**src/rtl/seqcnt_pkg.sv**
```systemverilog
package seqcnt_pkg;

   localparam int unsigned CODE_W = 3;
   localparam int unsigned NCODES = 1 << CODE_W;

   typedef logic [CODE_W-1:0] code_t;

   localparam code_t START_CODE = code_t'(2);

   // successor inside the five-step cycle; unused codes return themselves
   function automatic code_t cycle_next(input code_t c);
      case (c)
         code_t'(2): cycle_next = code_t'(3);
         code_t'(3): cycle_next = code_t'(5);
         code_t'(5): cycle_next = code_t'(1);
         code_t'(1): cycle_next = code_t'(7);
         code_t'(7): cycle_next = code_t'(2);
         default:    cycle_next = c;
      endcase
   endfunction

   function automatic logic is_cycle_code(input code_t c);
      is_cycle_code = (c == code_t'(1)) || (c == code_t'(2)) ||
                      (c == code_t'(3)) || (c == code_t'(5)) ||
                      (c == code_t'(7));
   endfunction

endpackage

```
**src/rtl/seqcnt_jk_stage.sv**
```systemverilog
module seqcnt_jk_stage #(
   parameter logic RST_VAL = 1'b0
) (
   input  logic clk,
   input  logic rst,
   input  logic ld,
   input  logic ld_val,
   input  logic j,
   input  logic k,
   output logic q
);

   logic q_r;

   always_ff @(posedge clk) begin
      if (rst) begin
         q_r <= RST_VAL;
      end else if (ld) begin
         q_r <= ld_val;
      end else begin
         unique case ({j, k})
            2'b00: q_r <= q_r;
            2'b01: q_r <= 1'b0;
            2'b10: q_r <= 1'b1;
            2'b11: q_r <= ~q_r;
         endcase
      end
   end

   assign q = q_r;

   p_jk_hold_r8: assert property (@(posedge clk) disable iff (rst)
      (!ld && !j && !k) |=> (q == $past(q)));
   p_jk_clear_r8: assert property (@(posedge clk) disable iff (rst)
      (!ld && !j && k) |=> (q == 1'b0));
   p_jk_set_r8: assert property (@(posedge clk) disable iff (rst)
      (!ld && j && !k) |=> (q == 1'b1));
   p_jk_toggle_r8: assert property (@(posedge clk) disable iff (rst)
      (!ld && j && k) |=> (q != $past(q)));

endmodule

```
**src/rtl/seqcnt_drive.sv**
```systemverilog
module seqcnt_drive
   import seqcnt_pkg::*;
#(
   parameter int ROUTE_TO_TWO = 1,
   parameter int USE_TOGGLE   = 0
) (
   input  code_t state,
   output code_t j,
   output code_t k
);

   code_t nxt;

   generate
      if (ROUTE_TO_TWO != 0) begin : g_route_start
         always_comb begin
            if (is_cycle_code(state)) nxt = cycle_next(state);
            else                      nxt = START_CODE;
         end
      end else begin : g_route_binary
         always_comb begin
            if (is_cycle_code(state)) nxt = cycle_next(state);
            else                      nxt = state + code_t'(1);
         end
      end
   endgenerate

   generate
      for (genvar b = 0; b < CODE_W; b++) begin : g_exc
         if (USE_TOGGLE != 0) begin : g_tog
            assign j[b] = state[b] ^ nxt[b];
            assign k[b] = state[b] ^ nxt[b];
         end else begin : g_setclr
            assign j[b] = ~state[b] & nxt[b];
            assign k[b] = state[b] & ~nxt[b];
         end
      end
   endgenerate

endmodule

```
**src/rtl/seqcnt_selfstart.sv**
```systemverilog
module seqcnt_selfstart
   import seqcnt_pkg::*;
#(
   parameter int CNT_W        = 3,
   parameter int ROUTE_TO_TWO = 1,
   parameter int USE_TOGGLE   = 0
) (
   input  logic             clk,
   input  logic             rst,
   input  logic             tst_load,
   input  logic [CNT_W-1:0] tst_code,
   output logic [CNT_W-1:0] count
);

   generate
      if (CNT_W != CODE_W) begin : g_bad_width
         $error("seqcnt_selfstart: CNT_W must equal 3");
      end
      if (ROUTE_TO_TWO != 0 && ROUTE_TO_TWO != 1) begin : g_bad_route
         $error("seqcnt_selfstart: ROUTE_TO_TWO must be 0 or 1");
      end
      if (USE_TOGGLE != 0 && USE_TOGGLE != 1) begin : g_bad_exc
         $error("seqcnt_selfstart: USE_TOGGLE must be 0 or 1");
      end
   endgenerate

   code_t state;
   code_t j_vec;
   code_t k_vec;

   seqcnt_drive #(
      .ROUTE_TO_TWO(ROUTE_TO_TWO),
      .USE_TOGGLE  (USE_TOGGLE)
   ) u_drive (
      .state(state),
      .j    (j_vec),
      .k    (k_vec)
   );

   generate
      for (genvar b = 0; b < CODE_W; b++) begin : g_bit
         seqcnt_jk_stage #(
            .RST_VAL(START_CODE[b])
         ) u_stg (
            .clk   (clk),
            .rst   (rst),
            .ld    (tst_load),
            .ld_val(tst_code[b]),
            .j     (j_vec[b]),
            .k     (k_vec[b]),
            .q     (state[b])
         );
      end
   endgenerate

   assign count = state;

   p_reset_start_r1: assert property (@(posedge clk)
      rst |=> (count == 3'd2));
   p_load_r7: assert property (@(posedge clk) disable iff (rst)
      tst_load |=> (count == $past(tst_code)));
   p_step_2_r2: assert property (@(posedge clk) disable iff (rst)
      (!tst_load && count == 3'd2) |=> (count == 3'd3));
   p_step_3_r2: assert property (@(posedge clk) disable iff (rst)
      (!tst_load && count == 3'd3) |=> (count == 3'd5));
   p_step_5_r2: assert property (@(posedge clk) disable iff (rst)
      (!tst_load && count == 3'd5) |=> (count == 3'd1));
   p_step_1_r2: assert property (@(posedge clk) disable iff (rst)
      (!tst_load && count == 3'd1) |=> (count == 3'd7));
   p_step_7_r2: assert property (@(posedge clk) disable iff (rst)
      (!tst_load && count == 3'd7) |=> (count == 3'd2));
   p_self_start_r6: assert property (@(posedge clk) disable iff (rst)
      !tst_load |=> is_cycle_code(count));

   generate
      if (ROUTE_TO_TWO != 0) begin : g_chk_start
         p_unused_start_r3: assert property (@(posedge clk)
            disable iff (rst)
            (!tst_load && (count == 3'd0 || count == 3'd4 ||
                           count == 3'd6)) |=> (count == 3'd2));
      end else begin : g_chk_binary
         p_unused_binary_r4: assert property (@(posedge clk)
            disable iff (rst)
            (!tst_load && (count == 3'd0 || count == 3'd4 ||
                           count == 3'd6)) |=> (count == $past(count) + 3'd1));
      end
   endgenerate

endmodule

```
**config.mk**
```make
export PLATFORM = sky130hd
export DESIGN_NAME = seqcnt_selfstart
export DESIGN_NICKNAME = d
export VERILOG_FILES = /design/src/rtl/seqcnt_pkg.sv /design/src/rtl/seqcnt_jk_stage.sv /design/src/rtl/seqcnt_drive.sv /design/src/rtl/seqcnt_selfstart.sv
export SDC_FILE = /design/constraint.sdc
export NUM_CORES = 1
export LEC_CHECK = 0
export BUFFER_PORTS_ARGS = -buffer_cell sky130_fd_sc_hd__clkbuf_2
export CAP_MARGIN = 40
export CORE_AREA = 2 2 39 41
export CTS_BUF_LIST = sky130_fd_sc_hd__clkbuf_8
export CTS_CLUSTER_SIZE = 40
export DETAILED_ROUTE_END_ITERATION = 16
export DIE_AREA = 0 0 41 43
export PLACE_DENSITY = 0.38
export SETUP_SLACK_MARGIN = 0.1
export SLEW_MARGIN = 40
export SYNTH_ARGS = -nofsm -noshare
export SYNTH_HDL_FRONTEND = slang
export SYNTH_SLANG_ARGS = --single-unit
```
**constraint.sdc**
```tcl
create_clock -name clk -period 1.1 [get_ports clk]
set_input_delay 0.165 -clock clk [delete_from_list [all_inputs] [get_ports clk]]
set_output_delay 0.165 -clock clk [all_outputs]
set_load 0.02 [all_outputs]
```
== Word level (Yosys, flattened, before mapping) ==
Index checks and enable logic that the tools add are counted.
Word-level totals
  bits in registers: 3
  input bits: 6
  output and inout bits: 3
  logic and storage cells: 47
Operators by class
  eq/ne operators: 17
  mux-type cells: 8
  bitwise logic cells: 12
  reduce and logical (&&, ||, !) cells: 7
Operators by type and width (count)
  case mux 3 bit (5 select lines): 1
  == test 2 bit, second input constant: 6
  case mux 1 bit (3 select lines): 3
  bitwise AND 1 bit: 6
  == test 2 x 1 -> 1 bit, second input constant: 3
  == test 3 x 2 -> 1 bit, second input constant: 2
  == test 3 bit, second input constant: 2
  logical NOT 2 bit: 3
  inequality test 2 bit, second input constant: 3
  NOT 1 bit: 6
  logical OR 1 bit: 4
  == test 3 x 1 -> 1 bit, second input constant: 1
  2-to-1 mux 1 bit: 3
  2-to-1 mux 3 bit: 1

== Longest topological paths before layout ==
Gate-level depths: netlist of run 1.
  depth after elaboration: 11
  gate-level depth with buffers: 5
  gate-level depth less buffers: 5

== Hierarchy ==
From an unflattened synthesis of run 1, not the netlist that was laid out.
Second synthesis, totals
  cell total of the unflattened synthesis: 21
  area, all modules: 193.9 µm²
By module, submodules not included
  seqcnt_jk_stage (g_bit[0].u_stg ...): times used 2, cells each 5, area each 53.8 µm², sequential area each 20.0 µm²
  seqcnt_jk_stage (g_bit[1].u_stg): times used 1, cells each 5, area each 47.5 µm², sequential area each 20.0 µm²
  seqcnt_drive: times used 1, cells each 6, area each 38.8 µm², sequential area each 0.0 µm²

== Worst setup path after synthesis of run 1 ==
No wires, ideal clock.
  kind: flip-flop to flip-flop
  from: reg g_bit[1].u_stg.q_r
  to: reg g_bit[0].u_stg.q_r
  setup time: 0.086 ns
  arrival time: 1.072 ns
  data required time: 1.014 ns
  path slack: -0.058 ns
  cell stages (with the launch flop): 6
  clock period less this slack: 1.158 ns
  cells stage by stage: dfxtp_1 nor2_1 a21oi_1 ha_1 mux2i_1 a211oi_1
Between the ends
  cells in the longest elaborated chain, start to end: 11
  elaborated cells between the ends (all ways): 21
Ends and longest elaborated chain
  from (decl): RTL line seqcnt_jk_stage.sv:13  | logic q_r;
  from (signal assigned): RTL line seqcnt_jk_stage.sv:19  | q_r <= ld_val;
  from (signal assigned): RTL line seqcnt_jk_stage.sv:22  | 2'b00: q_r <= q_r;
  from (signal assigned): RTL line seqcnt_jk_stage.sv:25  | 2'b11: q_r <= ~q_r;
  == test 3 x 1 -> 1 bit or == test 3 x 2 -> 1 bit (tied branches): RTL line seqcnt_pkg.sv:12, seqcnt_pkg.sv:23
  logical OR 1 bit (2 in a row): RTL line seqcnt_pkg.sv:23  | is_cycle_code = (c == code_t'(1)) || (c == code_t'(2)) ||
  logical OR 1 bit (2 in a row): RTL line seqcnt_pkg.sv:24  | (c == code_t'(3)) || (c == code_t'(5)) ||
  2-to-1 mux 3 bit *: RTL line seqcnt_drive.sv:17  | if (is_cycle_code(state)) nxt = cycle_next(state);
  NOT 1 bit: RTL line seqcnt_drive.sv:35  | assign k[b] = state[b] & ~nxt[b];
  bitwise AND 1 bit: RTL line seqcnt_drive.sv:35
  == test 2 bit or == test 2 x 1 -> 1 bit (tied branches): RTL line seqcnt_jk_stage.sv:21  | unique case ({j, k})
  case mux 1 bit (3 select lines): RTL line seqcnt_jk_stage.sv:21
  2-to-1 mux 1 bit: RTL line seqcnt_jk_stage.sv:18  | end else if (ld) begin
  to (signal assigned): RTL line seqcnt_jk_stage.sv:19
  to (signal assigned): RTL line seqcnt_jk_stage.sv:22
  to (signal assigned): RTL line seqcnt_jk_stage.sv:25
  to (decl): RTL line seqcnt_jk_stage.sv:13
Mark *: on every way between the ends. The rest lies on a longest branch, timed or not.
A chain may end at the register's enable or synchronous reset.

== Worst setup path in the final report of run 1 ==
Ends and elaborated chain as after synthesis.

==> results of run 1 <==
[path summary, 6_finish.rpt]
| kind | from | end | cells after the start |
|---|---|---|---|
| worst max register to register | g_bit[1].u_stg.q | g_bit[0].u_stg.q | 5 |
| worst min register to register | g_bit[2].u_stg.q | g_bit[2].u_stg.q | 2 |
| worst min-delay path | rst | g_bit[2].u_stg.q | 2 |
| worst max-delay path | g_bit[1].u_stg.q | g_bit[0].u_stg.q | 5 |
[synth_stat cells, drive strengths merged]
cell	number
a211oi	2
a21oi	1
buf	3
dfxtp	3
ha	2
inv	3
mux2i	2
nor2	2
nor2b	2
o32a	1
or3b	1
xnor2	1
[worst register-to-register path: stages (launching register included)]
cell	delay, ns
dfxtp_2	0.32
nor2_2	0.11
a21oi_2	0.04
ha_1	0.29
mux2i_1	0.19
a211oi_1	0.08
[through the flow]
step | std cells | total power, mW | hold WS (ns) | cell area (um2) | utilization
2_1_floorplan | 23 | 0.212 | 0.230 | 210 | -
3_3_place_gp | 46 | 0.240 | 0.370 | 263 | 0.190
3_5_place_dp | 46 | 0.244 | 0.372 | 263 | 0.190
4_1_cts | 50 | 0.572 | 0.145 | 332 | 0.240
5_1_grt | 50 | 0.601 | 0.149 | 334 | 0.241
6_report | 50 | 0.563 | 0.152 | 334 | 0.241
[area by class of cell]
class / count / area [um2] / area share
Inverter: 3 / 11.3 / 0.0337
Sequential cell: 3 / 66.3 / 0.199
Timing Repair Buffer: 10 / 70.1 / 0.210
Multi-Input combinational cell: 14 / 121 / 0.363
Clock buffer: 3 / 41.3 / 0.124
Tap cell: 16 / 20.0 / 0.0599
Clock inverter: 1 / 3.75 / 0.0112
[cells by family (layout without fill, tap and decap cells)]
| group | count (synthesis) | count (layout) | synth area share |
|---|---|---|---|
| mux | 2 | 2 | 0.0970 |
| buf+inv | 6 | 17 | 0.164 |
| xor+xnor | 1 | 1 | 0.0424 |
| simple gates | 5 | 5 | 0.139 |
| flops | 3 | 3 | 0.291 |
| fa+ha+maj | 2 | 2 | 0.121 |
| compound gates | 4 | 4 | 0.145 |
[per-layer routing]
metal  vias to the layer above  track usage
met5                         -            0
met4                         0        0.120
met3                         2       0.0314
met2                         5        0.103
met1                        89       0.0737
li1                         97            -
[power by group through the flow]
| stage | Combinational [mW] | Sequential (mW) | Clock (mW) |
|---|---|---|---|
| floorplan | 0.0795 | 0.133 | 0 |
| global placement | 0.108 | 0.132 | 0 |
| detailed placement | 0.111 | 0.133 | 0 |
| CTS | 0.122 | 0.135 | 0.315 |
| global route | 0.137 | 0.137 | 0.328 |
| finish | 0.122 | 0.135 | 0.306 |
==> run metrics, run 1 <==
setup TNS -0.0652 ns; Layout Nets 43; Sequential Power Share 0.239; Die H 43 um; switching pwr 0.138 mW; WL final 494 um; die width about 40 um; post-cts sizing count 8; synthesized net count 31; Ports 9; most common cell after layout, fill and taps aside clkbuf_2; CP max FO 3; core area 1380 um2; Synth cell types 12; Comb pwr share 0.217; largest net degree at the start of global routing 7; Clock power frac 0.544; CTS tree built; routed wl met2 264 um; H-tree depth 1; Pleak 0.155 nW; clk slew on worst S/H paths ~0.030 ns; slowest CP cell dfxtp_2; top cells by area, synth dfxtp_1, ha_1, buf_4; initial antenna violation count 0; gr usage total 0.0802; CP Buf/Inv Count 0; Clock Skews roughly 0.00003 ns; WL/cell 9.88 um; via count 193; port bufs 8; final hold violations 0; Via density 3.86; postcts setup bufs 0; Yosys top cell by area dfxtp_1; max reg flops 3; pre-CTS setup slack -0.0684 ns; most frequent cells in the layout clkbuf_2, clkbuf_8, inv_1; worst setup margin -0.0556 ns; setup violators final 2; Yosys reg bits 3; root buffer cell clkbuf_8; Pint 0.425 mW; unrepaired setup endpoints after global routing yes; Synth top area share 0.291; clock buffer count from CTS 3; Top delay family on crit path flip-flops; failing checks setup timing; Ant. Diodes 0; initial core utilization 0.149; CP Capture Type flop; dpl hpwl roughly 380 um; met1 WL around 190 um; Crit Path Class reg2reg; Yosys warnings 0; Layout area overhead 61.8%; Clock Sinks 3; post-route ant nets 0; share of layout cells above drive strength 1 0.588; CTS max path bufs 2; VDD IR max around 580 uV; critical path data arrival time 1.25 ns; Row Count 14; Slew HR 0.909; Cell Chain, Critical Path nor2_2 > a21oi_2 > ha_1 > mux2i_1 > a211oi_1; Max Cap Violations 0; pwr dens between 1500 and 2000 nW/um2; Worst-Skew Late Latency 0.21 ns; Final min period 1.16 ns; vias in the first global route between 150 and 200; DR pass1 iterations 1; sequential share of the synthesized area 0.291; Initial DRC Count 0; crit-path max cell delay between 0.3 and 0.4 ns; period utilization 1.05; Critical Path RT 1.19 ns; Syn Area/Cell around 9.0 um2; hold crit path type in2reg; sw frac 0.245; RePlAce Congestion 0.652; wire length of the first global-routing pass 814 um; status finished, violations left; highest metal used met4; # hold bufs at CTS 0; routed wl met3 around 19 um; fmax 865 MHz; total gr overflow 0; die area ~1800 um2; DRC 0; Startpoint Class flop; Worst Tran Pin Value 0.133 ns; Final Max Tran Viols 0; fill cell count 150; Worst R2R Setup Slack -0.06 ns; Syn Std Cell Area between 200 and 250 um2; Syn Inst Count 23
Power figures use the tool's default switching activity.
==> inputs of run 2 (changes only) <==
==> constraint.sdc (replaced) <==
create_clock -name clk -period 1.1 [get_ports clk]
set_input_delay 0.165 -clock clk [delete_from_list [all_inputs] [get_ports clk]]
set_output_delay 0.165 -clock clk [all_outputs]
set_load 0.05 [all_outputs]
==> run metrics, run 2 (synthesized netlist as in run 1, its figures left out) <==
status finished, violations left (unchanged); failing checks setup timing (unchanged); switching pwr 0.163 mW (was 0.138 mW); root buffer cell clkbuf_8 (unchanged); initial antenna violation count 0 (unchanged); core area 1380 um2 (unchanged); pwr dens 1660 nW/um2 (was 1690 nW/um2); final design utilization 0.264 (was 0.241); unrepaired setup endpoints after global routing yes (unchanged); Layout Nets 43 (unchanged); WL/cell 10.0 um (was 9.88 um); final hold violations 0 (unchanged); setup TNS -0.0657 ns (was -0.0652 ns); Pint 0.444 mW (was 0.425 mW); sw frac 0.268 (was 0.245); Cell Chain, Critical Path nor2_2 > a21oi_2 > ha_1 > mux2i_1 > a211oi_1 (unchanged); Critical Path RT 1.19 ns (about the same); terminus of the critical flop-to-flop path g_bit[0].u_stg.q (unchanged); met1 WL 193 um (was 186 um); Layout area overhead 77.0% (was 61.8%); Max Cap Violations 0 (unchanged); hold path start rst (unchanged); Pleak 0.169 nW (was 0.155 nW); Worst R2R Setup Slack -0.06 ns (about the same); Clock power frac 0.505 (was 0.544); pre-CTS setup slack -0.0684 ns (unchanged); CTS max path bufs 2 (unchanged); CP Capture Type flop (unchanged); period utilization 1.05 (unchanged); highest metal used met4 (unchanged); Ant. Diodes 0 (unchanged); Final Max Tran Viols 0 (unchanged); Worst-Skew Late Latency 0.21 ns (about the same); clk slew on worst S/H paths 0.03 ns (about the same); H-tree depth 1 (unchanged); routed wl met2 263 um (was 264 um); fmax 865 MHz (unchanged); most frequent cells in the layout clkbuf_2, inv_1, clkbuf_8 (was clkbuf_2, clkbuf_8, inv_1); fin cells 50 (unchanged); Slew HR 0.909 (unchanged); largest net degree at the start of global routing 7 (unchanged); placed cell count 46 (unchanged); die width 41 um (unchanged); DR pass1 iterations 1 (unchanged); Worst Tran Pin Value 0.133 ns (unchanged); total gr overflow 0 (unchanged); via count 193 (unchanged); worst setup margin -0.0556 ns (unchanged); vias in the first global route 198 (unchanged); die area 1760 um2 (unchanged); hold crit path type in2reg (unchanged); wire length of the first global-routing pass 841 um (was 814 um); WHS Endpoint g_bit[2].u_stg.q (unchanged); VDD IR max 589 uV (was 583 uV); Sequential Power Share 0.222 (was 0.239); CP max FO 3 (unchanged); max reg flops 3 (unchanged); Startpoint Class flop (unchanged); initial core utilization 0.149 (unchanged); Clock Skews 0.0000306 ns (unchanged); Crit Path Class reg2reg (unchanged); final hold slack 0.152 ns (unchanged); Clock Sinks 3 (unchanged); setup violators final 2 (unchanged); share of layout cells above drive strength 1 0.588 (unchanged); most common cell after layout, fill and taps aside clkbuf_2 (unchanged); Initial DRC Count 0 (unchanged); clock buffer count from CTS 3 (unchanged); gr usage total 0.0822 (was 0.0802); fill cell count 147 (was 150); Die H 43 um (unchanged); slowest CP cell dfxtp_2 (unchanged); crit-path max cell delay 0.32 ns (about the same); post-route ant nets 0 (unchanged); worst setup path startpoint g_bit[1].u_stg.q (unchanged); WL final 501 um (was 494 um); worst r2r path cells 5 (unchanged); dpl hpwl 378 um (unchanged); Final min period 1.16 ns (unchanged); Ports 9 (unchanged); routed wl met3 19 um (unchanged); DRC 0 (unchanged); critical path data arrival time 1.25 ns (about the same); Comb pwr share 0.274 (was 0.217); RePlAce Congestion 0.652 (unchanged); CTS tree built (unchanged); port bufs 8 (unchanged); Via density 3.86 (unchanged); Row Count 14 (unchanged); RR Startpoint g_bit[1].u_stg.q (unchanged); Hold Path Stages 2 (unchanged)
[run 2: cell counts in the layout (fill, tap and decap cells not counted)]
Identical to the previous run, type by type.
[run 2: cell type report]
cell class | count | area [um2] | share of cell area
sequential | 3 | 66.3 | 0.182
inverter | 3 | 11.3 | 0.0308
multi-input combinational | 14 | 121 | 0.332
timing repair buffer | 10 | 101 | 0.277
clock inverter | 1 | 3.75 | 0.0103
tap | 16 | 20.0 | 0.0548
clock buffer | 3 | 41.3 | 0.113
[run 2: worst max path at each step]
stage	slack [ns]	end
2_1_floorplan	0.003	g_bit[0].u_stg.q
3_3_place_gp	-0.06	g_bit[0].u_stg.q
3_5_place_dp	-0.07	g_bit[0].u_stg.q
4_1_cts	-0.07	g_bit[0].u_stg.q
5_1_grt	-0.16	g_bit[0].u_stg.q
6_report	-0.06	g_bit[0].u_stg.q
[run 2: metrics by stage]
stage | instance area [um2] | power [mW]
2_1_floorplan | 210 | 0.235
3_3_place_gp | 263 | 0.262
3_5_place_dp | 263 | 0.265
4_1_cts | 365 | 0.618
5_1_grt | 365 | 0.645
6_report | 365 | 0.607
[run 2: timing repair]
item / CTS / global route
hold buffers: 0 / 0
gates resized for setup: 13 / 1
setup endpoints to repair: 6 / 6
setup buffers: 0 / 0
[run 2: worst max-delay path, delay by kind of cell, from the launching register on]
kind / cells / cell delay, ns
AO/OA/AOI/OAI: 2 / 0.12
adder cells (fa/ha/maj): 1 / 0.29
multiplexers: 1 / 0.19
AND/OR/NAND/NOR: 1 / 0.11
flip-flops: 1 / 0.32
[run 2: metal layers]
| layer | up-vias | GRT usage |
|---|---|---|
| met5 | - | 0 |
| met4 | 0 | 0.120 |
| met3 | 2 | 0.0314 |
| met2 | 5 | 0.106 |
| met1 | 89 | 0.0769 |
| li1 | 97 | - |
[run 2: power by group through the flow]
stage          Combinational, mW  Sequential, mW  Clock (mW)
4_1_cts                    0.168           0.135       0.315
3_5_place_dp               0.133           0.133           0
2_1_floorplan              0.102           0.133           0
6_report                   0.166           0.135       0.306
3_3_place_gp               0.129           0.132           0
5_1_grt                    0.181           0.137       0.328
==> inputs of run 3 (changes only) <==
==> constraint.sdc (replaced) <==
create_clock -name clk -period 1.1 [get_ports clk]
set_input_delay 0.11 -clock clk [delete_from_list [all_inputs] [get_ports clk]]
set_output_delay 0.11 -clock clk [all_outputs]
set_load 0.05 [all_outputs]
==> run metrics, run 3 (synthesized netlist as in run 1, its figures left out) <==
Comb pwr share 0.247 (was 0.274); sw frac 0.273 (was 0.268); initial antenna violation count 0 (unchanged); Clock Sinks 3 (unchanged); slowest CP cell dfxtp_2 (unchanged); die area 1760 um2 (unchanged); fin cells 50 (unchanged); CP Capture Type flop (unchanged); pwr dens 1750 nW/um2 (was 1660 nW/um2); Max Cap Violations 0 (unchanged); setup TNS -0.0641 ns (was -0.0657 ns); placed cell count 46 (unchanged); port bufs 8 (unchanged); final hold violations 0 (unchanged); DR pass1 iterations 1 (unchanged); Ports 9 (unchanged); core area 1380 um2 (unchanged); status finished, violations left (unchanged); CP max FO 3 (unchanged); initial core utilization 0.149 (unchanged); RePlAce Congestion 0.652 (unchanged); Pint 0.425 mW (was 0.444 mW); unrepaired setup endpoints after global routing yes (unchanged); Cell Chain, Critical Path nor2_2 > a21oi_2 > ha_1 > mux2i_1 > a211oi_1 (unchanged); Crit Path Class reg2reg (unchanged); Slew HR 0.836 (was 0.909); share of layout cells above drive strength 1 0.588 (unchanged); Worst-Skew Late Latency 0.21 ns (about the same); Via density 3.86 (unchanged); Ant. Diodes 0 (unchanged); crit-path max cell delay 0.32 ns (about the same); period utilization 1.05 (unchanged); Final Max Tran Viols 0 (unchanged); Row Count 14 (unchanged); Startpoint Class flop (unchanged); postcts setup bufs 0 (unchanged); root buffer cell clkbuf_8 (unchanged); largest net degree at the start of global routing 7 (unchanged); switching pwr 0.160 mW (was 0.163 mW); Layout Nets 43 (unchanged); WL/cell 9.90 um (was 10.0 um); dpl hpwl 378 um (unchanged); Final min period 1.16 ns (unchanged); critical path data arrival time 1.25 ns (about the same); Die H 43 um (unchanged); H-tree depth 1 (unchanged); worst setup margin -0.0556 ns (unchanged); total gr overflow 0 (unchanged); max reg flops 3 (unchanged); clock buffer count from CTS 3 (unchanged); clk slew on worst S/H paths 0.03 ns (about the same); via count 193 (unchanged); die width 41 um (unchanged); post-route ant nets 0 (unchanged); Clock power frac 0.523 (was 0.505); CTS tree built (unchanged); vias in the first global route 198 (unchanged); setup violators final 2 (unchanged); most frequent cells in the layout clkbuf_2, clkbuf_8, inv_1 (was clkbuf_2, inv_1, clkbuf_8); fmax 865 MHz (unchanged); Pleak 0.156 nW (was 0.169 nW); DRC 0 (unchanged); WL final 495 um (was 501 um); Clock Skews 0.0000306 ns (unchanged); Critical Path RT 1.19 ns (about the same); VDD IR max 586 uV (was 589 uV); CTS max path bufs 2 (unchanged); final hold slack 0.0973 ns (was 0.152 ns); wire length of the first global-routing pass 814 um (was 841 um); hold crit path type in2reg (unchanged); gr usage total 0.0802 (was 0.0822); Layout area overhead 61.8% (was 77.0%); Initial DRC Count 0 (unchanged); most common cell after layout, fill and taps aside clkbuf_2 (unchanged); Worst Tran Pin Value 0.248 ns (was 0.133 ns); fill cell count 150 (was 147); failing checks setup timing (unchanged); Sequential Power Share 0.230 (was 0.222)
run 3: power by group through the flow:
stage	combinational [mW]	clock [mW]	sequential [mW]
finish	0.145	0.306	0.134
global route	0.159	0.328	0.136
CTS	0.146	0.315	0.135
detailed placement	0.133	0	0.133
global placement	0.129	0	0.132
floorplan	0.102	0	0.133
run 3: worst max-delay path: cells and delay by family, from the launching register on:
kind	cells	cell delay [ns]
multiplexers	1	0.19
flip-flops	1	0.32
AND/OR/NAND/NOR	1	0.11
AO/OA/AOI/OAI	2	0.12
adder cells (fa/ha/maj)	1	0.29
run 3: through the flow:
| stage | worst slack [ns] | power (mW) | area, um2 | utilization |
|---|---|---|---|---|
| global route | -0.164 | 0.624 | 334 | 0.241 |
| detailed placement | -0.0684 | 0.265 | 263 | 0.190 |
| floorplan | 0.00308 | 0.235 | 210 | - |
| CTS | -0.0707 | 0.596 | 334 | 0.241 |
| finish | -0.0556 | 0.585 | 334 | 0.241 |
| global placement | -0.0619 | 0.262 | 263 | 0.190 |
run 3: metal layers:
metal	share of wire	routed length, um	global-route usage	vias up
met3	0.038	19	0.0314	2
met2	0.53	264	0.103	5
met4	0.051	25	0.120	0
li1	-	-	-	97
met1	0.37	185	0.0737	89
met5	0	0	0	-
run 3: final timing paths:
path         slack [ns]  depth (start not counted)               end              from
max               -0.06                          5  g_bit[0].u_stg.q  g_bit[1].u_stg.q
min                 0.1                          2  g_bit[2].u_stg.q               rst
max reg2reg       -0.06                          5  g_bit[0].u_stg.q  g_bit[1].u_stg.q
min reg2reg        0.62                          2  g_bit[2].u_stg.q  g_bit[2].u_stg.q
run 3: layout make-up:
type	count	area [um2]	area share
Inverter	3	11.3	0.0337
Multi-Input combinational cell	14	121	0.363
Tap cell	16	20.0	0.0599
Sequential cell	3	66.3	0.199
Clock buffer	3	41.3	0.124
Clock inverter	1	3.75	0.0112
Timing Repair Buffer	10	70.1	0.210
run 3: what timing repair did:
item	in CTS	in global routing
setup endpoints to repair	5	5
pin swaps	0	0
gates resized for setup	9	2
hold buffers	0	0
